File: config.mk
export PLATFORM = sky130hd
export DESIGN_NAME = duel_ins_sel
export DESIGN_NICKNAME = d
export VERILOG_FILES = /design/src/rtl/duel_ins_pkg.sv /design/src/rtl/duel_set_class.sv /design/src/rtl/duel_psel.sv /design/src/rtl/duel_ins_sel.sv
export SDC_FILE = /design/constraint.sdc
export NUM_CORES = 1
export LEC_CHECK = 0
export BUFFER_PORTS_ARGS = -buffer_cell sky130_fd_sc_hd__buf_2
export CORE_MARGIN = 5
export CORE_UTILIZATION = 40
export DETAILED_ROUTE_END_ITERATION = 16
export PLACE_DENSITY = 0.61
export SYNTH_ARGS = -nofsm -noshare
export SYNTH_HDL_FRONTEND = slang
export SYNTH_HIERARCHICAL = 1
export SYNTH_SLANG_ARGS = --single-unit
File: constraint.sdc
create_clock -name clk -period 3.7 [get_ports clk]
set_input_delay 0.555 -clock clk [delete_from_list [all_inputs] [get_ports clk]]
set_output_delay 0.555 -clock clk [all_outputs]
set_load 0.03 [all_outputs]
File: src/rtl/duel_ins_pkg.sv
package duel_ins_pkg;

    typedef enum logic {
        INS_LRU = 1'b0,
        INS_BIP = 1'b1
    } ins_mode_t;

    typedef enum logic [1:0] {
        STEP_HOLD = 2'd0,
        STEP_UP   = 2'd1,
        STEP_DOWN = 2'd2
    } step_t;

    typedef struct packed {
        logic bip_lead;
        logic lru_lead;
    } set_class_t;

endpackage

File: src/rtl/duel_set_class.sv
module duel_set_class
    import duel_ins_pkg::*;
#(
    parameter int SET_BITS = 10
) (
    input  logic [SET_BITS-1:0] set_idx,
    output set_class_t          cls
);
    localparam int HALF = SET_BITS / 2;

    logic [HALF-1:0] lo_half;
    logic [HALF-1:0] hi_half;

    always_comb begin
        lo_half      = set_idx[HALF-1:0];
        hi_half      = set_idx[2*HALF-1:HALF];
        cls.bip_lead = (lo_half == hi_half);
        cls.lru_lead = (lo_half == ~hi_half);
    end
endmodule

File: src/rtl/duel_psel.sv
module duel_psel
    import duel_ins_pkg::*;
#(
    parameter int CNT_BITS = 10
) (
    input  logic                clk,
    input  logic                rst_n,
    input  step_t               step,
    output logic [CNT_BITS-1:0] cnt,
    output logic                favour_bip
);
    localparam logic [CNT_BITS-1:0] CNT_MID = {1'b1, {(CNT_BITS-1){1'b0}}};
    localparam logic [CNT_BITS-1:0] CNT_MAX = {CNT_BITS{1'b1}};
    localparam logic [CNT_BITS-1:0] CNT_MIN = '0;

    logic [CNT_BITS-1:0] cnt_q;
    logic [CNT_BITS-1:0] cnt_d;
    step_t               step_eff;

    // saturation folds a blocked step back to HOLD
    always_comb begin
        step_eff = step;
        if (step == STEP_UP   && cnt_q == CNT_MAX) step_eff = STEP_HOLD;
        if (step == STEP_DOWN && cnt_q == CNT_MIN) step_eff = STEP_HOLD;
    end

    always_comb begin
        cnt_d = cnt_q;
        unique case (step_eff)
            STEP_HOLD: cnt_d = cnt_q;
            STEP_UP:   cnt_d = cnt_q + 1'b1;
            STEP_DOWN: cnt_d = cnt_q - 1'b1;
            default:   cnt_d = cnt_q;
        endcase
    end

    always_ff @(posedge clk) begin
        if (!rst_n) cnt_q <= CNT_MID;
        else        cnt_q <= cnt_d;
    end

    assign cnt        = cnt_q;
    assign favour_bip = cnt_q[CNT_BITS-1];
endmodule

File: src/rtl/duel_ins_sel.sv
module duel_ins_sel
    import duel_ins_pkg::*;
#(
    parameter int SET_BITS = 10,
    parameter int CNT_BITS = 10
) (
    input  logic                clk,
    input  logic                rst_n,
    input  logic                miss_valid,
    input  logic [SET_BITS-1:0] miss_set,
    input  logic [SET_BITS-1:0] query_set,
    output logic                query_mode,
    output logic                query_leader
);
    set_class_t          miss_cls;
    set_class_t          qry_cls;
    step_t               step;
    logic [CNT_BITS-1:0] psel_q;
    logic                favour_bip;
    ins_mode_t           mode;

    duel_set_class #(.SET_BITS(SET_BITS)) miss_cls_i (
        .set_idx (miss_set),
        .cls     (miss_cls)
    );

    duel_set_class #(.SET_BITS(SET_BITS)) qry_cls_i (
        .set_idx (query_set),
        .cls     (qry_cls)
    );

    always_comb begin
        step = STEP_HOLD;
        if (miss_valid) begin
            unique case ({miss_cls.lru_lead, miss_cls.bip_lead})
                2'b10:   step = STEP_UP;
                2'b01:   step = STEP_DOWN;
                default: step = STEP_HOLD;
            endcase
        end
    end

    duel_psel #(.CNT_BITS(CNT_BITS)) psel_i (
        .clk        (clk),
        .rst_n      (rst_n),
        .step       (step),
        .cnt        (psel_q),
        .favour_bip (favour_bip)
    );

    always_comb begin
        unique case ({qry_cls.lru_lead, qry_cls.bip_lead})
            2'b10:   mode = INS_LRU;
            2'b01:   mode = INS_BIP;
            default: mode = favour_bip ? INS_BIP : INS_LRU;
        endcase
    end

    assign query_mode   = mode;
    assign query_leader = qry_cls.lru_lead | qry_cls.bip_lead;
endmodule

==> metrics.yaml, run 1 <==
wl_met3_um: 120
largest_reg_flops: 10
finClkSkew_ns: 0.00263
syn2layout_area_growth_pct: 14.7
fmax_mhz: 294
avgSynthCellArea_um2: 8.43
cellLeakagePower_nw: 0.590
wl_met1_mm: 1.15
finalSetupViolCount: 0
fp-row-count: 19
clkTransAtPathRegs_ns: 0.08
worstSetupStartpointType: "input pin"
final_common_cell: "buf_2"
gr-total-overflow: 0
min_period_over_period: 0.919
first_global_vias: 1030
fill_cells: 281
fin_crit_ns: 3.40
cts_tree: "done"
wl_met2_mm: 1.17
outcome: "complete, no violations"
rsz0062_at_grt: "no"
crit_type: "input pin to flip-flop"
first_pass_iters: 4
tns_ns: 0
gp_congestion: 0.850
cp.required_ns: 3.87
hold_class: "flip-flop to flip-flop"
port_buffers: 24
insertion_delay_ns: 0.27
groute.usage.overall: 0.132
postSynthCellCount: 131
slew_violations: 0
die_area_mm2: 0.00391
critPathMaxStageDelay_ns: 0.51
worstSetupEndpointType: "flip-flop"
post_dp_cell_area_mm2: 0.00123
grt_max_degree: 20
hpwl_mm: 1.95
drtAntennaViolNets: 0
hold_viol: 0
routed_wl_mm: 2.45
via_per_inst: 5.46
crit_chain: "buf_2 > xor2_1 > and4_1 > and3b_1 > inv_1 > nand4_1 > o31ai_1 > ha_1 > ha_1 > a21o_1 > a31oi_1 > nand4_1 > mux2i_1 > nor3_1"
path_buf_inv: 2
cts_setup_buffers: 0
total_power_w: 0.000286
clockBufferDepth: 2
die_x_um: 62.6
cp_top_family: "adder cells"
final_util: 0.468
cts-root-buf: "clkbuf_4"
drive_above_1_share: 0.239
worstMarginPinSlew_ns: 0.617
worst_hold_slack_ns: 0.552
cap_violations: 0
final_area_mm2: 0.00127
start_util: 0.408
clock-sinks: 10
hold_buffers: 0
cts_inserted_buffers: 3
cp_slowest_cell: "ha_1"
grt_pass1_wl_mm: 4.40
drc: 0
max-vdd-ir-drop_mv: 0.174
drt_iter0_drc: 19
die_height_um: 62.6
avgRoutedWirePerCell_um: 13.2
synth_area_mm2: 0.00110
synth_warnings: 6
dr.max_layer_used: "met4"
final_cell_mix: "buf_2, ha_1, nand2_1, dfxtp_1, nand3_1"
layout.nets: 191
htreeDepth: 1
p_per_area_mw_per_mm2: 226
worstPathArrival_ns: 3.57
core_area_mm2: 0.00271
cp_max_fo: 13
relSlewSlack: 0.588
antenna_found_initial: 0
syn_nets: 166
cts.repair.resized: 0
route.vias.total: 1015
diodes: 0
io_pins: 25
where the power goes:
group | internal, W | total (W) | switching [W]
sequential | 0.000110 | 0.000115 | 0.00000430
combinational | 0.0000313 | 0.0000676 | 0.0000363
clock | 0.0000598 | 0.000104 | 0.0000441
total | 0.000202 | 0.000286 | 0.0000847
worst min-delay path, stage by stage (launching register included):
cell	delay [ns]
dfxtp_1	0.36
nand3_1	0.08
nand3_1	0.07
per-stage QoR:
step,std cells,worst slack (ns)
2_1_floorplan,131,0.523
3_3_place_gp,182,0.175
3_5_place_dp,182,0.0419
4_1_cts,186,0.325
5_1_grt,186,0.0557
6_report,186,0.299
area by class of cell:
type,instances,area (µm²),share of cell area
multi-input cells,111,850,0.670
flip-flops and latches,10,200,0.158
repair buffers,24,120,0.0948
well taps,31,38.8,0.0306
clock buffers,4,36.3,0.0286
inverters,6,22.5,0.0178
final timing paths:
kind / startpoint / endpoint / slack, ns / depth (start not counted)
worst min register to register: psel_i/cnt[8] / psel_i/cnt[8] / 0.55 / 2
worst max-delay path: miss_set[5] / psel_i/cnt[9] / 0.30 / 14
worst max register to register: psel_i/cnt[0] / psel_i/cnt[9] / 0.89 / 9
worst min-delay path: psel_i/cnt[8] / psel_i/cnt[8] / 0.55 / 2
layer usage:
layer	vias to the layer above	global-route usage
li1	528	-
met1	466	0.161
met2	19	0.219
met3	2	0.0504
met4	0	0.0318
met5	-	0
Note: power is estimated with default switching activity, not from simulation.
==> run 2, diff against run 1 <==
Settings changed: CORE_UTILIZATION 40 to 45, PLACE_DENSITY 0.61 to 0.65, SKIP_CTS_REPAIR_TIMING set to 1.
==> run 2 against run 1 <==
Sequential share of layout area about the same. Via count increased by 1.5%. Die area shrank 9.4%. Routed wire length barely moved. Final cell count fell by 0.54%. Sequential power barely moved. Largest power group unchanged. Highest routed layer unchanged.
==> metrics.yaml, run 2 (synthesis results as in run 1) <==
p_per_area_mw_per_mm2: 225  # -0.52%
min_period_over_period: 0.901  # -0.0177
cts_inserted_buffers: 3  # unchanged
clkTransAtPathRegs_ns: 0.07  # about the same
insertion_delay_ns: 0.26  # about the same
clock-sinks: 10  # unchanged
worst-path-stages: 15  # +1
io_pins: 25  # unchanged
pwr-share-seq: 0.403  # +0.002
finalSetupViolCount: 0  # unchanged
p_sw_frac: 0.292  # -0.00433
worstMarginPinSlew_ns: 0.592  # -0.0249 ns
worstSetupEndpointType: "flip-flop"
cellLeakagePower_nw: 0.590  # unchanged
comb_power_share: 0.240  # +0.004
final_cell_mix: "buf_2, ha_1, nand2_1, dfxtp_1, nand3_1"
fp-row-count: 18  # -1
cap_violations: 0  # unchanged
layout.nets: 191  # unchanged
worstSetupStartpointType: "input pin"
worstPathArrival_ns: 3.50  # -0.07 ns
relSlewSlack: 0.605  # +0.0166
timing.rr.start: "psel_i/cnt[0]"
drtAntennaViolNets: 0  # unchanged
p_sw_w: 0.0000830  # -2.1%
r2r_slack_ns: 0.96  # +0.07 ns
largest_reg_flops: 10  # unchanged
port_buffers: 24  # unchanged
first_pass_iters: 4  # unchanged
drt_iter0_drc: 28  # +9
fin_crit_ns: 3.34  # -0.0655 ns
core_area_mm2: 0.00241  # -11%
cp_top_family: "simple AND/OR/NAND/NOR gates"
fill_cells: 217  # -23%
internal_power_w: 0.000202  # about the same
slew_violations: 0  # unchanged
critPathMaxStageDelay_ns: 0.50  # about the same
clkPwrFrac: 0.357  # -0.006
avgRoutedWirePerCell_um: 13.2  # +0.46%
grt_pass1_wl_mm: 4.17  # -5.2%
worst_hold_slack_ns: 0.556  # +0.00396 ns
crit_type: "input pin to flip-flop"
final_common_cell: "buf_2"
clockBufferDepth: 2  # unchanged
antenna_found_initial: 0  # unchanged
path_buf_inv: 2  # unchanged
hold_class: "flip-flop to flip-flop"
cts-root-buf: "clkbuf_4"
r2r-end: "psel_i/cnt[5]"
cp-endpoint: "psel_i/cnt[5]"
grt_max_degree: 20  # unchanged
gp_congestion: 0.776  # -8.7%
groute.usage.overall: 0.149  # +0.0171
cp_max_fo: 13  # unchanged
r2r_cells: 9  # unchanged
syn2layout_area_growth_pct: 14.6  # about the same
die_height_um: 59.6  # -4.8%
outcome: "complete, no violations"
hold_viol: 0  # unchanged
first_global_vias: 998  # -3.1%
route.vias.total: 1030  # +1.5%
hpwl_mm: 1.93  # -1.2%
die_x_um: 59.6  # -4.8%
cp_slowest_cell: "ha_1"
finClkSkew_ns: 0.00169  # -0.000939 ns
cts_tree: "done"
max-vdd-ir-drop_mv: 0.142  # -19%
start_util: 0.458  # +0.0508
via_per_inst: 5.57  # +2.0%
drive_above_1_share: 0.239  # unchanged
total_power_w: 0.000284  # -0.62%
die_area_mm2: 0.00355  # -9.4%
rsz0062_at_grt: "no"
fmax_mhz: 300  # +2.0%
routed_wl_mm: 2.45  # about the same
tns_ns: 0  # unchanged
drc: 0  # unchanged
diodes: 0  # unchanged
critPathLaunch: "miss_set[8]"
crit_chain: "buf_2 > xnor2_1 > nor2_1 > and4_1 > and3b_1 > inv_1 > nand4_1 > o31ai_1 > ha_1 > ha_1 > a21o_1 > a21oi_4 > and3b_1 > o31ai_1 > and2_1"
cp.required_ns: 3.86  # about the same
htreeDepth: 1  # unchanged
gr-total-overflow: 0  # unchanged
-- run 2: cell counts in the layout (fill, tap and decap cells not counted) --
No cell type changed its count.
-- run 2: final cells by class --
| class | count | area, µm² | share of cell area |
|---|---|---|---|
| clock buffers | 4 | 36.3 | 0.0287 |
| repair buffers | 24 | 120 | 0.0949 |
| flip-flops and latches | 10 | 200 | 0.158 |
| inverters | 6 | 22.5 | 0.0178 |
| well taps | 30 | 37.5 | 0.0296 |
| multi-input cells | 111 | 850 | 0.671 |
-- run 2: worst min-delay path by stage --
| stage | cells after the start | from | slack, ns | endpoint |
|---|---|---|---|---|
| after floorplan | 2 | psel_i/cnt[8] | 0.49 | psel_i/cnt[8] |
| after global placement | 2 | psel_i/cnt[8] | 0.53 | psel_i/cnt[8] |
| after detailed placement | 2 | psel_i/cnt[8] | 0.54 | psel_i/cnt[8] |
| after CTS | 2 | psel_i/cnt[8] | 0.55 | psel_i/cnt[8] |
| after global routing | 2 | psel_i/cnt[8] | 0.62 | psel_i/cnt[8] |
| final | 2 | psel_i/cnt[8] | 0.56 | psel_i/cnt[8] |
-- run 2: metal layers --
layer	GRT usage	wire length (µm)	share of wire
met1	0.182	1120	0.46
met2	0.264	1110	0.45
met3	0.0240	200	0.082
met4	0.0506	16	0.0065
met5	0	0	0
-- run 2: metrics by stage --
step	instances	setup WS [ns]	util	cell area (µm²)
5_1_grt	185	0.106	0.525	1270
2_1_floorplan	131	0.523	-	1100
3_3_place_gp	181	0.206	0.510	1230
4_1_cts	185	0.381	0.525	1270
6_report	185	0.365	0.525	1270
3_5_place_dp	181	0.113	0.510	1230
-- run 2: worst min-delay path, delay by kind of cell (launching register included) --
kind	cells	cell delay [ns]
DFF	1	0.35
and+or+nand+nor	2	0.15
-- run 2: power groups by stage --
| stage | logic [W] | registers, W | clock network (W) |
|---|---|---|---|
| floorplan | 0.0000478 | 0.000116 | 0 |
| global placement | 0.0000658 | 0.000117 | 0 |
| detailed placement | 0.0000682 | 0.000117 | 0 |
| CTS | 0.0000686 | 0.000115 | 0.000104 |
| global route | 0.0000755 | 0.000116 | 0.000112 |
| finish | 0.0000683 | 0.000115 | 0.000101 |
